**src/rtl/tmr_pkg.sv**
```systemverilog
`timescale 1ns/1ps
package tmr_pkg;
  // strobes passed from the control unit to the datapath
  typedef struct packed {
    logic step;    // one count event this clock
    logic loadHi;  // load high byte
    logic loadLo;  // load low byte
    logic wide;    // 16-bit joining selected
  } tmrStrobe_t;
endpackage

```
**src/rtl/tmr_ctrl.sv**
```systemverilog
`timescale 1ns/1ps
module tmr_ctrl
  import tmr_pkg::*;
#(
  parameter int MC_LEN = 12
) (
  input  logic       clk,
  input  logic       rstN,
  input  logic       runEn,
  input  logic       countSel,
  input  logic [1:0] modeSel,
  input  logic       extPin,
  input  logic       wrHi,
  input  logic       wrLo,
  output tmrStrobe_t strobe
);
  localparam int PH_W = (MC_LEN > 1) ? $clog2(MC_LEN) : 1;
  localparam logic [PH_W-1:0] PH_LAST = PH_W'(MC_LEN - 1);

  logic [PH_W-1:0] phase;
  logic mcTick;
  logic pinSample;
  logic pinFall;
  logic modeOk;
  logic countEvt;

  assign mcTick = (phase == PH_LAST);

  // machine-cycle phase counter
  always_ff @(posedge clk or negedge rstN) begin
    if (!rstN)       phase <= '0;
    else if (mcTick) phase <= '0;
    else             phase <= phase + 1'b1;
  end

  // pin sampled once per machine cycle
  always_ff @(posedge clk or negedge rstN) begin
    if (!rstN)       pinSample <= 1'b0;
    else if (mcTick) pinSample <= extPin;
  end

  assign pinFall  = mcTick & pinSample & ~extPin;
  assign modeOk   = (modeSel == 2'b00) | (modeSel == 2'b01);
  assign countEvt = countSel ? pinFall : mcTick;

  always_comb begin
    strobe.step   = runEn & countEvt & modeOk & ~wrHi & ~wrLo;
    strobe.loadHi = wrHi;
    strobe.loadLo = wrLo;
    strobe.wide   = (modeSel == 2'b01);
  end


  tick_spacing_chk: assert property (@(posedge clk) disable iff (!rstN)
    mcTick |=> !mcTick);


  pin_hold_chk: assert property (@(posedge clk) disable iff (!rstN)
    !mcTick |=> $stable(pinSample));


  step_on_tick_chk: assert property (@(posedge clk) disable iff (!rstN)
    strobe.step |-> (phase == PH_LAST));
endmodule

```
**src/rtl/tmr_dp.sv**
```systemverilog
`timescale 1ns/1ps
module tmr_dp
  import tmr_pkg::*;
#(
  parameter int BYTE_W  = 8,
  parameter int PRESC_W = 5
) (
  input  logic              clk,
  input  logic              rstN,
  input  tmrStrobe_t        strobe,
  input  logic [BYTE_W-1:0] wrData,
  input  logic              flagClr,
  input  logic              intAck,
  output logic [BYTE_W-1:0] hiByte,
  output logic [BYTE_W-1:0] loByte,
  output logic              ovfFlag
);
  localparam int FULL_W = 2 * BYTE_W;
  localparam logic [PRESC_W-1:0] PRESC_MAX = '1;

  logic [BYTE_W-1:0] hiReg, loReg, nextHi, nextLo;
  logic wrapCond, wrapEvt, flagReg;

  // next count value and rollover condition for the selected joining
  always_comb begin
    nextHi   = hiReg;
    nextLo   = loReg;
    wrapCond = 1'b0;
    if (strobe.wide) begin
      {nextHi, nextLo} = {hiReg, loReg} + FULL_W'(1);
      wrapCond = &{hiReg, loReg};
    end else if (loReg[PRESC_W-1:0] == PRESC_MAX) begin
      nextLo[PRESC_W-1:0] = '0;
      nextHi   = hiReg + 1'b1;
      wrapCond = &hiReg;
    end else begin
      nextLo[PRESC_W-1:0] = loReg[PRESC_W-1:0] + 1'b1;
    end
  end

  assign wrapEvt = strobe.step & wrapCond;

  always_ff @(posedge clk or negedge rstN) begin
    if (!rstN) begin
      hiReg <= '0;
      loReg <= '0;
    end else if (strobe.loadHi || strobe.loadLo) begin
      if (strobe.loadHi) hiReg <= wrData;
      if (strobe.loadLo) loReg <= wrData;
    end else if (strobe.step) begin
      hiReg <= nextHi;
      loReg <= nextLo;
    end
  end

  always_ff @(posedge clk or negedge rstN) begin
    if (!rstN)                  flagReg <= 1'b0;
    else if (wrapEvt)           flagReg <= 1'b1;
    else if (flagClr || intAck) flagReg <= 1'b0;
  end

  assign hiByte  = hiReg;
  assign loByte  = loReg;
  assign ovfFlag = flagReg;


  hi_load_chk: assert property (@(posedge clk) disable iff (!rstN)
    strobe.loadHi |=> hiByte == $past(wrData));


  wide_step_chk: assert property (@(posedge clk) disable iff (!rstN)
    (strobe.step && strobe.wide && !strobe.loadHi && !strobe.loadLo)
      |=> {hiByte, loByte} == FULL_W'($past({hiByte, loByte}) + FULL_W'(1)));


  presc_upper_chk: assert property (@(posedge clk) disable iff (!rstN)
    (strobe.step && !strobe.wide && !strobe.loadLo)
      |=> $stable(loByte[BYTE_W-1:PRESC_W]));


  flag_set_chk: assert property (@(posedge clk) disable iff (!rstN)
    wrapEvt |=> ovfFlag);


  flag_hold_chk: assert property (@(posedge clk) disable iff (!rstN)
    (ovfFlag && !flagClr && !intAck) |=> ovfFlag);


  idle_hold_chk: assert property (@(posedge clk) disable iff (!rstN)
    (!strobe.step && !strobe.loadHi && !strobe.loadLo)
      |=> $stable(hiByte) && $stable(loByte));
endmodule

```
**src/rtl/cycle_timer.sv**
```systemverilog
`timescale 1ns/1ps
module cycle_timer
  import tmr_pkg::*;
#(
  parameter int MC_LEN  = 12,
  parameter int BYTE_W  = 8,
  parameter int PRESC_W = 5
) (
  input  logic              clk,
  input  logic              rstN,
  input  logic              runEn,
  input  logic              countSel,
  input  logic [1:0]        modeSel,
  input  logic              extPin,
  input  logic              wrHi,
  input  logic              wrLo,
  input  logic [BYTE_W-1:0] wrData,
  input  logic              flagClr,
  input  logic              intAck,
  output logic [BYTE_W-1:0] hiByte,
  output logic [BYTE_W-1:0] loByte,
  output logic              ovfFlag
);
  tmrStrobe_t strobe;

  tmr_ctrl #(.MC_LEN(MC_LEN)) uCtrl (
    .clk(clk), .rstN(rstN), .runEn(runEn), .countSel(countSel),
    .modeSel(modeSel), .extPin(extPin), .wrHi(wrHi), .wrLo(wrLo),
    .strobe(strobe)
  );

  tmr_dp #(.BYTE_W(BYTE_W), .PRESC_W(PRESC_W)) uDp (
    .clk(clk), .rstN(rstN), .strobe(strobe), .wrData(wrData),
    .flagClr(flagClr), .intAck(intAck),
    .hiByte(hiByte), .loByte(loByte), .ovfFlag(ovfFlag)
  );
endmodule

```
**config.mk**
```make
export PLATFORM = sky130hd
export DESIGN_NAME = cycle_timer
export DESIGN_NICKNAME = d
export VERILOG_FILES = /design/src/rtl/tmr_pkg.sv /design/src/rtl/tmr_ctrl.sv /design/src/rtl/tmr_dp.sv /design/src/rtl/cycle_timer.sv
export SDC_FILE = /design/constraint.sdc
export NUM_CORES = 1
export LEC_CHECK = 0
export BUFFER_PORTS_ARGS = -buffer_cell sky130_fd_sc_hd__buf_2
export CORE_ASPECT_RATIO = 1.5
export CORE_MARGIN = 8
export CORE_UTILIZATION = 25
export CTS_CLUSTER_SIZE = 20
export DETAILED_ROUTE_END_ITERATION = 7
export GPL_TIMING_DRIVEN = 0
export PLACE_DENSITY = 0.52
export SLEW_MARGIN = 20
export SYNTH_ARGS = -nofsm -noshare
export SYNTH_HDL_FRONTEND = slang
export SYNTH_SLANG_ARGS = --single-unit
```
**constraint.sdc**
```tcl
create_clock -name clk -period 2.6 [get_ports clk]
set_input_delay 0 -clock clk [delete_from_list [all_inputs] [get_ports clk]]
set_output_delay 0 -clock clk [all_outputs]
set_load 0.01 [all_outputs]
```
After elaboration in Yosys (flattened, before gate mapping)
Index checks and enable logic that the tools add are counted.
W data, S select, Z words.
{"block": "totals", "reg_bits": 22, "inputBits": 19, "out_inout_bits": 17, "word_cells": 55}
{"block": "classes", "bitwise_logic": 11, "muxes": 17, "n_reduce_logical": 12, "n_addsub": 4, "eq_ne": 5}
{"cell": "$mux W8", "n": 8}
{"cell": "$add A16 B1 Y16 const B", "n": 1}
{"cell": "$reduce_and A16 Y1", "n": 1}
{"cell": "$mux W5", "n": 2}
{"cell": "$add A8 B1 Y8 const B", "n": 1}
{"cell": "$reduce_and A8 Y1", "n": 1}
{"cell": "$and A1 B1 Y1", "n": 7}
{"cell": "$reduce_and A3 Y1", "n": 2}
{"cell": "$reduce_bool A2 Y1", "n": 3}
{"cell": "$add A5 B1 Y5 const B", "n": 1}
{"cell": "$eq A5 B5 Y1 const B", "n": 1}
{"cell": "$mux W1", "n": 5}
{"cell": "$add A4 B1 Y4 const B", "n": 1}
{"cell": "$eq A4 B4 Y1 const B", "n": 1}
{"cell": "$mux W4", "n": 1}
{"cell": "$ne A2 B2 Y1 const B", "n": 2}
{"cell": "$mux W3", "n": 1}
{"cell": "$not A1 Y1", "n": 3}
{"cell": "$reduce_bool A3 Y1", "n": 1}
{"cell": "$eq A2 B1 Y1 const B", "n": 1}
{"cell": "$logic_not A2 Y1", "n": 1}
{"cell": "$logic_or A1 B1 Y1", "n": 2}
{"cell": "$reduce_and A2 Y1", "n": 1}
{"cell": "$or A1 B1 Y1", "n": 1}

Logic depth before layout (Yosys ltp)
{"block": "logic_depth", "ltp_word": 10, "ltp_mapped": 8, "depth_no_buf": 7}

Modules after synthesis
Synthesis repeated with hierarchy kept, for this count alone.
{"block": "unflattened", "hier_cells": 149, "area_unflattened_um2": 1421.4}
{"module": "tmr_dp", "seq_area_each_um2": 425.4, "instances": 1, "cells_per_inst": 127, "area_per_inst_um2": 1153.6}
{"module": "tmr_ctrl", "seq_area_each_um2": 125.1, "instances": 1, "cells_per_inst": 22, "area_per_inst_um2": 267.8}

Worst setup path after synthesis
OpenSTA, ideal clock, no wires.
{"block": "synth_timing", "path_type": "flip-flop to flip-flop", "from": "register uDp.loReg[0], in the netlist uDp.loByte[0]", "to": "register uDp.hiReg[5], in the netlist uDp.hiByte[5]", "stages_incl_launch_ff": 9, "required_ns": 2.479, "path_buffers": 1, "setup_slack_ns": 0.691, "t_arrival_ns": 1.788, "path_cell_list": "dfrtp_1 -> ha_1 -> and3_4 -> ha_1 -> o21ai_1 -> o31a_1 -> buf_6 -> a21oi_2 -> o22a_1"}
{"block": "synth_via", "elab_chain_cells": 4}
{"item": "from (decl)", "line_no": "tmr_dp.sv:21", "source": "logic [BYTE_W-1:0] hiReg, loReg, nextHi, nextLo;"}
{"item": "from (signal assigned)", "line_no": "tmr_dp.sv:49", "source": "if (strobe.loadLo) loReg <= wrData;"}
{"item": "from (signal assigned)", "line_no": "tmr_dp.sv:52", "source": "loReg <= nextLo;"}
{"item": "$add A16 B1 Y16", "line_no": "tmr_dp.sv:30", "source": "{nextHi, nextLo} = {hiReg, loReg} + FULL_W'(1);"}
{"item": "$mux W8", "line_no": "tmr_dp.sv:29", "source": "if (strobe.wide) begin"}
{"item": "$mux W8", "line_no": "tmr_dp.sv:50", "source": "end else if (strobe.step) begin"}
{"item": "$mux W8", "line_no": "tmr_dp.sv:47", "source": "end else if (strobe.loadHi || strobe.loadLo) begin"}
{"item": "to (signal assigned)", "line_no": "tmr_dp.sv:48", "source": "if (strobe.loadHi) hiReg <= wrData;"}
{"item": "to (signal assigned)", "line_no": "tmr_dp.sv:51", "source": "hiReg <= nextHi;"}
{"item": "to (decl)", "line_no": "tmr_dp.sv:21"}
Several ways; a longest one is shown, not always the timed one. The select of a mux whose other input is x is not followed.
A chain may end at the register's enable or synchronous reset.

Worst setup path after layout
Ends and elaborated chain as after synthesis.

==> summary.txt <==
Finish
  – Multi-input gate area: between 800 and 900 µm²
  – Filler instances: approximately 640
  – Fraction of layout cells with a size suffix above 1: a little under a third
  – Nets: between 200 and 250
  – Finished Cell Area: about 1800 µm²
  – Antenna Diode Count: 0
  – Finished Layout Cells: 261
  – Commonest non-fill, non-tap cells in the layout: buf_2 (34), dfrtp_1 (22), nor2_1 (19), a21oi_1 (9), o22a_1 (8)
  – Area delta synth->final: 23.2%
  – Commonest non-fill, non-tap cell in the layout: buf_2
  – Register area: about 550 µm²

Setup path
  – Worst R2R Setup Slack: ~0.54 ns
  – CP max FO: 10
  – CP peak stage delay: 0.44 ns
  – CP most frequent cell: ha_1
  – Worst R2R End: uDp.hiByte[5]
  – CP max stage cell: dfrtp_1
  – Kind of critical path: flip-flop to flip-flop
  – Crit end category: flip-flop
  – Reg2Reg Depth: 8
  – Startpoint Class: flip-flop
  – CP arrival: about 2.2 ns
  – Data required, critical path: roughly 2.8 ns
  – R2r startpoint: uDp.loByte[0]
  – CP cell instances: ha_1, and3_4, ha_1, o21ai_1, o31a_1, buf_6, a21oi_2, o22a_1

Worst hold path
  – Worst Hold Launch: wrData[2]
  – Hold Path End: uDp.loByte[2]
  – Hold Path Depth: 3
  – Min-Delay Path Class: input port to flip-flop

Timing
  – Count of final hold-check violations: 0
  – Final clock skew: 0.00198 ns
  – Fin crit share: roughly four fifths
  – Post-Route Setup TNS: 0 ns
  – RSZ-0062 raised after global routing: false
  – Slew HR: 62.0%
  – Worst-Margin Slew: approximately 0.57 ns
  – Final Max Tran Viols: 0
  – Min Clock Period, post-route: just over 2 ns
  – Setup-failing EPs final: 0
  – Max Freq: 0.484 GHz

GRT
  – First-pass GRT wire length: roughly 6.8 mm
  – Initial antenna violation count: 0
  – Grt ovf: 0
  – Largest net degree at the start of global routing: 23
  – Total track usage: 10.1%
  – Number of global-route vias before repair: approximately 1300

CTS
  – Worst skew pair latency: approximately 0.27 ns
  – CTS Root Cell: clkbuf_8
  – TritonCTS clock tree: yes
  – Gates resized, CTS repair: 0
  – H-tree lvl count: 1
  – Post-CTS Setup Repair Bufs: 0
  – Worst-path clk slew: about 0.08 ns
  – CTS buffer count: 3
  – # clock sinks: 22
  – Clock buffer depth: 2

Drt
  – Antenna Nets Post-Route: 0
  – Final wirelength: between 4 and 5 mm
  – DR vias: roughly 1300
  – Total iterations of the first detailed-routing run: 4
  – Vias per cell: roughly 5.0
  – DRT iter0 DRCs: between 60 and 70
  – # DRC: 0
  – DR WL/cell: roughly 16 µm

Synthesis
  – Post-synth EDFFs: 0
  – Seq/Total Area, Yosys: a little under two fifths
  – Synth Cell Area: about 1400 µm²
  – Synth Flop Type: dfrtp_1
  – Synth warn: 0
  – Syn avg cell area: 9.68 µm²
  – Cells after Synth: around 150
  – Synth cell types: 46
  – Ys async rst share: 100%
  – #FFs+latches synth: 22
  – Post-synthesis net count: about 170

Power and ir drop
  – Combinational Power Share: roughly a quarter
  – Pwr dens: ~510 nW/µm²
  – Max VDD drop: around 0.00017 V
  – Seq pwr share: ~47%
  – Power share of the clock group: between 20% and 30%
  – Power Internal: around 0.6 mW
  – Sw Share: roughly a third
  – Psw: 0.289 mW
  – P_leak: 0.772 nW

Place
  – Gpl congestion: between 0.8 and 0.9
  – Cells after DPL: roughly 260
  – Number of port buffers: 34
  – Post-DP HPWL: 3.34 mm
  – Placed Area: approximately 1700 µm²

Die
  – Die W: 78.0 µm
  – # IOs: 36
  – Core Footprint: ~5700 µm²
  – Starting Density: roughly a quarter
  – Die Height: 109 µm
  – Row count: 34
  – Die area: roughly 8500 µm²

Flow run
  – Maxcap violations: 0

Run status
  – Run status: finished, final reports clean
-- worst max path at each step --
stage	startpoint	end	slack [ns]	depth (start not counted)
3_5_place_dp	uDp.loByte[0]	uDp.hiByte[5]	0.56	8
4_1_cts	uDp.loByte[0]	uDp.hiByte[5]	0.53	8
5_1_grt	uDp.loByte[0]	uDp.hiByte[5]	0.40	8
3_3_place_gp	uDp.loByte[0]	uDp.hiByte[5]	0.58	8
6_report	uDp.loByte[0]	uDp.hiByte[5]	0.54	8
2_1_floorplan	uDp.loByte[0]	uDp.hiByte[5]	0.69	8
-- metrics by stage --
stage	total power, mW	setup WS (ns)	hold slack, ns	util, %
3_5_place_dp	0.652	0.561	0.0177	29.9
3_3_place_gp	0.650	0.576	0.0187	29.9
5_1_grt	0.956	0.401	0.0533	31.2
4_1_cts	0.914	0.531	0.0387	31.2
6_report	0.900	0.536	0.0376	31.2
2_1_floorplan	0.551	0.691	-0.296	-
-- Yosys cell counts (3+ instances only) --
cell | count | area share, %
dfrtp_1 | 22 | 38
nor2_1 | 19 | 4.9
a21oi_1 | 9 | 3.1
o22a_1 | 8 | 4.9
and3_1 | 7 | 3.0
o21ai_0 | 6 | 2.1
a31oi_1 | 5 | 2.2
inv_1 | 5 | 1.3
nand2_1 | 5 | 1.3
ha_1 | 4 | 3.5
nand4_1 | 4 | 1.7
o21ai_1 | 4 | 1.4
a211oi_1 | 3 | 1.6
and2_1 | 3 | 1.3
buf_6 | 3 | 2.3
mux2_2 | 3 | 2.3
nand3_1 | 3 | 1.0
-- state kept, by name, indices dropped and copies added, names as in the netlist --
register	flops
uDp.hiByte	8
uDp.loByte	8
uCtrl.phase	4
uCtrl.pinSample	1
uDp.ovfFlag	1
-- timing repair --
item	in CTS	in global routing
hold buffers	2	0
hold endpoints to repair	23	0
setup endpoints to repair	0	0
-- kinds of logic (layout without fill, tap and decap cells) --
group	Yosys count	count (layout)	share of synthesized area, %
AOI/OAI and AO/OA	53	53	27.3
adders and majority gates	4	4	3.47
DFF	22	22	38.2
buffers and inverters	10	50	4.16
and+or+nand+nor	55	55	23.2
muxes	4	4	3.04
xor gates and xnor gates	1	1	0.607
-- worst max-delay path, delay by kind of cell, from the launching register on --
family                     cells  cell delay [ns]
buffers and inverters          1             0.15
AOI/OAI and AO/OA              4             0.70
adders and majority gates      2             0.47
DFF                            1             0.44
and+or+nand+nor                1             0.19
-- power groups by stage --
stage / Sequential, mW / Clock [mW] / Combinational (mW)
after CTS: 0.419 / 0.266 / 0.229
final: 0.419 / 0.256 / 0.224
after floorplan: 0.431 / 0 / 0.120
after detailed placement: 0.426 / 0 / 0.226
after global routing: 0.428 / 0.280 / 0.248
after global placement: 0.424 / 0 / 0.225
-- layout make-up --
type	instances	share of cell area, %
multi-input cells	117	46.8
flip-flops and latches	22	31.0
repair buffers	36	10.7
well taps	72	5.07
clock buffers	4	3.10
plain buffers	5	2.32
inverters	5	1.06
-- routing by layer --
metal  up-vias  global-route usage [%]  routed length [µm]
li1        653                       -                   -
met1       606                    10.8                1710
met2        28                    18.6                2270
met3         6                    1.98                 170
met4         0                    4.79                  89
met5         -                       0                   0
Note: power is estimated with default switching activity, not from simulation.
